`config.mk`:
```
export PLATFORM = sky130hd
export DESIGN_NAME = hw_pair_clamp
export DESIGN_NICKNAME = d
export VERILOG_FILES = /design/src/rtl/hwsat_pkg.sv /design/src/rtl/hwsat_bounds.sv /design/src/rtl/hwsat_lane.sv /design/src/rtl/hwsat_sticky.sv /design/src/rtl/hw_pair_clamp.sv
export SDC_FILE = /design/constraint.sdc
export NUM_CORES = 1
export LEC_CHECK = 0
export BUFFER_PORTS_ARGS = -buffer_cell sky130_fd_sc_hd__buf_2
export CORE_ASPECT_RATIO = 1.2
export CORE_MARGIN = 2
export CORE_UTILIZATION = 60
export DETAILED_ROUTE_END_ITERATION = 16
export MAX_ROUTING_LAYER = met4
export PLACE_DENSITY_LB_ADDON = 0.2
export SETUP_SLACK_MARGIN = 0.1
export SKIP_CTS_REPAIR_TIMING = 1
export SLEW_MARGIN = 5
export SYNTH_ARGS = -nofsm -noshare
export SYNTH_HDL_FRONTEND = slang
export SYNTH_SLANG_ARGS = --single-unit
```
`constraint.sdc`:
```
create_clock -name clk -period 12.9 [get_ports clk]
set_input_delay 0.645 -clock clk [delete_from_list [all_inputs] [get_ports clk]]
set_output_delay 0.645 -clock clk [all_outputs]
set_load 0.03 [all_outputs]
```
`src/rtl/hwsat_pkg.sv`:
```
package hwsat_pkg;

    localparam int HW_LANE_W = 16;
    localparam int HW_SEL_W  = $clog2(HW_LANE_W);
    localparam int HW_BND_W  = HW_LANE_W + 1;

    typedef enum logic {
        SAT_SIGNED   = 1'b0,
        SAT_UNSIGNED = 1'b1
    } sat_mode_e;

    typedef struct packed {
        logic signed [HW_BND_W-1:0] lo;
        logic signed [HW_BND_W-1:0] hi;
    } sat_bounds_t;

    typedef struct packed {
        logic                 clip;
        logic [HW_LANE_W-1:0] val;
    } lane_res_t;

    function automatic logic signed [HW_BND_W-1:0] pow2(input logic [HW_SEL_W-1:0] s);
        return $signed(HW_BND_W'(1) << s);
    endfunction

endpackage

```
`src/rtl/hwsat_bounds.sv`:
```
module hwsat_bounds
    import hwsat_pkg::*;
(
    input  sat_mode_e             mode,
    input  logic [HW_SEL_W-1:0]   sel,
    output sat_bounds_t           bnd
);
    logic signed [HW_BND_W-1:0] step;

    always_comb begin
        step   = pow2(sel);
        bnd.hi = step - HW_BND_W'(1);
        bnd.lo = (mode == SAT_SIGNED) ? -step : '0;
    end
endmodule

```
`src/rtl/hwsat_lane.sv`:
```
module hwsat_lane
    import hwsat_pkg::*;
(
    input  logic [HW_LANE_W-1:0] din,
    input  sat_bounds_t          bnd,
    output lane_res_t            res
);
    logic signed [HW_BND_W-1:0] ext;
    logic                       above;
    logic                       below;

    always_comb begin
        ext   = $signed({din[HW_LANE_W-1], din});
        above = ext > bnd.hi;
        below = ext < bnd.lo;
        res.clip = above | below;
        if (above)
            res.val = bnd.hi[HW_LANE_W-1:0];
        else if (below)
            res.val = bnd.lo[HW_LANE_W-1:0];
        else
            res.val = din;
    end
endmodule

```
`src/rtl/hwsat_sticky.sv`:
```
module hwsat_sticky (
    input  logic clk,
    input  logic rst,
    input  logic set,
    input  logic clr,
    output logic q
);
    always_ff @(posedge clk) begin
        if (rst)
            q <= 1'b0;
        else if (clr)
            q <= 1'b0;
        else if (set)
            q <= 1'b1;
    end
endmodule

```
`src/rtl/hw_pair_clamp.sv`:
```
module hw_pair_clamp
    import hwsat_pkg::*;
#(
    parameter int LANES = 2,
    localparam int LANE_W = HW_LANE_W,
    localparam int WORD_W = LANES * LANE_W
) (
    input  logic                clk,
    input  logic                rst,
    input  logic                in_vld,
    input  logic                in_mode,
    input  logic [HW_SEL_W-1:0] in_sel,
    input  logic [WORD_W-1:0]   in_word,
    input  logic                flag_clr,
    output logic                out_vld,
    output logic [WORD_W-1:0]   out_word,
    output logic                sat_flag
);
    sat_bounds_t            bnd;
    sat_mode_e              mode_q;
    logic [WORD_W-1:0]      packed_res;
    logic [LANES-1:0]       clip_vec;
    logic                   any_clip;

    assign mode_q = sat_mode_e'(in_mode);

    hwsat_bounds u_bnd (
        .mode (mode_q),
        .sel  (in_sel),
        .bnd  (bnd)
    );

    for (genvar k = 0; k < LANES; k++) begin : g_lane
        lane_res_t r;
        hwsat_lane u_lane (
            .din (in_word[k*LANE_W +: LANE_W]),
            .bnd (bnd),
            .res (r)
        );
        assign packed_res[k*LANE_W +: LANE_W] = r.val;
        assign clip_vec[k]                    = r.clip;
    end

    assign any_clip = in_vld & (|clip_vec);

    always_ff @(posedge clk) begin
        if (rst) begin
            out_vld  <= 1'b0;
            out_word <= '0;
        end else begin
            out_vld <= in_vld;
            if (in_vld)
                out_word <= packed_res;
        end
    end

    hwsat_sticky u_flag (
        .clk (clk),
        .rst (rst),
        .set (any_clip),
        .clr (flag_clr),
        .q   (sat_flag)
    );
endmodule

```
==> results.py <==
metrics = {
    "clock_network": {
        "insertion_delay_ps": 280,
        "clock-root-buffer": "clkbuf_8",
        "path_clk_slew_ps": 70,
        "cts.sinks": 34,
        "cts_tree": "built",
        "htreeDepth": 2,
        "numCtsBuffers": 5,
        "clockBufferDepth": 2,
    },
    "layout": {
        "fin_util_pct": 68.8,
        "fill_cells": 539,
        "multi_input_area_um2": 2750,
        "drive_gt1_share_pct": 18.7,
        "regArea_um2": 681,
        "nNetsFinal": 622,
        "diodes": 0,
        "fin_area_um2": 4080,
        "area_delta_synth_final_pct": 12.3,
    },
    "synthesis": {
        "synth.most_common_cell": "ha_1",
        "synth_top_area_share_pct": 21.0,
        "synthDistinctLibCells": 63,
        "synthesis.area_um2": 3630,
        "synth_top_family_by_area": "compound AO/OA/AOI/OAI gates",
        "yosys.area_share.simple_pct": 21.4,
        "ys_async_sr_fraction_pct": 0,
        "synth_mux_area_share_pct": 1.41,
        "synth_seq_area_share_pct": 18.7,
        "yosys-top-cells-count": "ha_1 (61), a21oi_1 (53), nor2_1 (46), nand2_1 (43), dfxtp_1 (34)",
        "synth_xor_area_share_pct": 0.964,
        "synth_fa_ha_area_share_pct": 21.0,
        "synth_edf_count": 0,
        "yosysWarnings": 0,
        "synth-seq-cells": 34,
        "syn_area_per_cell_um2": 7.80,
        "netlist_instances": 466,
        "synth-compound-area-share_pct": 30.5,
        "synth_area_leader_cell": "ha_1",
        "synth_nets": 568,
        "ys.flop_type": "dfxtp_1",
        "synthTopCellsByArea": "ha_1 (21%), dfxtp_1 (19%), a21oi_1 (7.3%)",
    },
    "placed_design": {
        "dp_slack_ps": 7190,
        "hpwlAfterDp_um": 9410,
        "port_buffers": 74,
        "place.gp.congestion": 1.03,
        "placed_area_um2": 4000,
    },
    "worst_setup_path": {
        "cp.required_ps": 13130,
        "slowest_delay_ps": 710,
        "cp_slowest_cell": "a22oi_1",
        "start_kind": "input pin",
        "arrival_ps": 5810,
        "critPathKind": "input pin to flip-flop",
        "crit_fanout": 17,
        "crit_chain": "buf_2 > or2_1 > or3_1 > ha_1 > a22o_1 > a22oi_1 > nand2_1 > ha_1 > o21ai_0 > nor2_1 > o311ai_1 > nand2_1 > mux2_2 > nor2_2 > a221o_1 > a32o_1",
        "cp-end-kind": "flip-flop",
    },
    "hold_path": {
        "hp-class": "flip-flop to flip-flop",
    },
    "die": {
        "num_io_pins": 75,
        "die_h_um": 89.3,
        "initial_utilization_pct": 61.2,
        "coreArea_um2": 5930,
        "num_rows": 31,
        "die_area_um2": 6700,
        "die_x_um": 75.1,
    },
    "power_and_ir_drop": {
        "powerDensity_nw_per_um2": 89.1,
        "leakage_nw": 1.82,
        "p_total_w": 0.000364,
        "vdd_drop_max_uv": 72.2,
    },
    "drt": {
        "routedWlPerCell_um": 20.7,
        "viasPerCell": 6.83,
        "route.vias.total": 4110,
        "first_iter_violations": 402,
        "ant_nets": 0,
        "drc_errors": 0,
        "wirelength_um": 12500,
        "dr.pass1.iters": 8,
    },
    "sta": {
        "layout_setup_ws_ps": 7310,
        "maxSlewHeadroom_pct": 30.1,
        "finalCritPeriodShare_pct": 43.3,
        "grt_setup_unrepaired": "false",
        "tightestPinTransition_ps": 1050,
        "post-route-min-period_ps": 5590,
        "hold_viol_final": 0,
        "timing.setup.tns_ps": 0,
        "maxSlewViolCount": 0,
        "timing.fmax_mhz": 179,
        "setup-violations-final": 0,
        "fin_skew_ps": 0,
    },
    "global_routing": {
        "grtUsageMet2_pct": 59.0,
        "grtUsageTotal_pct": 38.7,
        "grt.met1_usage_pct": 47.6,
        "gr-total-overflow": 0,
        "met3_usage_pct": 5.98,
        "busiest_layer": "met2",
        "grt_pass1_wl_um": 18900,
        "antenna_found_initial": 0,
        "grt_max_degree": 34,
        "grt_pass1_vias": 3723,
    },
    "run": {
        "maxCapViolations": 0,
    },
    "outcome": {
        "status": "complete, no violations",
    },
}
==> layer usage <==
layer | part of all wire, % | vias to the layer above
met4 | 6.1 | 0
met2 | 46 | 257
li1 | - | 1892
met3 | 8.3 | 61
met1 | 40 | 1900
met5 | 0 | -
==> final cells by class <==
cell class / count / share of cell area [%]
clock buffer: 5 / 1.69
clock inverter: 2 / 0.245
sequential: 34 / 16.7
timing repair buffer: 78 / 9.81
tap: 82 / 2.51
inverter: 18 / 1.66
multi-input combinational: 383 / 67.4
==> cell usage in the layout, fill, tap and decap left out, drive strengths merged, types with 5 or more instances in the layout <==
cell / Yosys / final
inv: 18 / 18
nand4: 8 / 8
a32o: 7 / 7
dfxtp: 34 / 34
nand2: 43 / 43
ha: 61 / 61
buf: 10 / 78
a31oi: 5 / 5
nand3: 7 / 7
nor3: 6 / 6
a22oi: 5 / 5
o31ai: 17 / 17
a21o: 5 / 5
a21oi: 55 / 55
clkbuf: 21 / 5
a221o: 12 / 12
a22o: 7 / 7
nor3b: 16 / 16
nor2: 47 / 47
a211oi: 6 / 6
o21ai: 17 / 17
==> sequential cells by signal, summed over array words and instances, names as in the netlist <==
signal / cells
out_vld: 1
out_word: 32
u_flag.q: 1
==> metrics by stage <==
| step | hold slack, ps | instances |
|---|---|---|
| 2_1_floorplan | 583 | 466 |
| 3_3_place_gp | 436 | 595 |
| 3_5_place_dp | 444 | 595 |
| 4_1_cts | 461 | 602 |
| 5_1_grt | 491 | 602 |
| 6_report | 458 | 602 |
==> path summary, 6_finish.rpt <==
path | from | end | cells after the start | slack [ps]
worst max-delay path | in_sel[3] | out_word[14]$_SDFFE_PP0P_ | 16 | 7310
worst min-delay path | out_word[31]$_SDFFE_PP0P_ | out_word[31]$_SDFFE_PP0P_ | 2 | 460
worst max register to register | out_word[19]$_SDFFE_PP0P_ | out_word[19]$_SDFFE_PP0P_ | 3 | 12060
worst min register to register | out_word[31]$_SDFFE_PP0P_ | out_word[31]$_SDFFE_PP0P_ | 2 | 460
==> worst max-delay path, delay by kind of cell <==
family	cells	cell delay, ps
compound gates	6	1880
mux	1	460
fa+ha+maj	2	760
buf+inv	1	190
simple gates	6	1870
==> kinds of logic after synthesis <==
family                   count (synthesis)
AO/OA/AOI/OAI                          160
AND/OR/NAND/NOR                        153
adder cells (fa/ha/maj)                 61
buffers and inverters                   49
flip-flops                              34
multiplexers                             5
XOR/XNOR                                 4
==> power breakdown <==
part,internal [W],switching (W)
clock,0.0000362,0.0000391
sequential,0.000114,0.00000460
combinational,0.0000576,0.000112
total,0.000208,0.000155
Note: power is estimated with default switching activity, not from simulation.
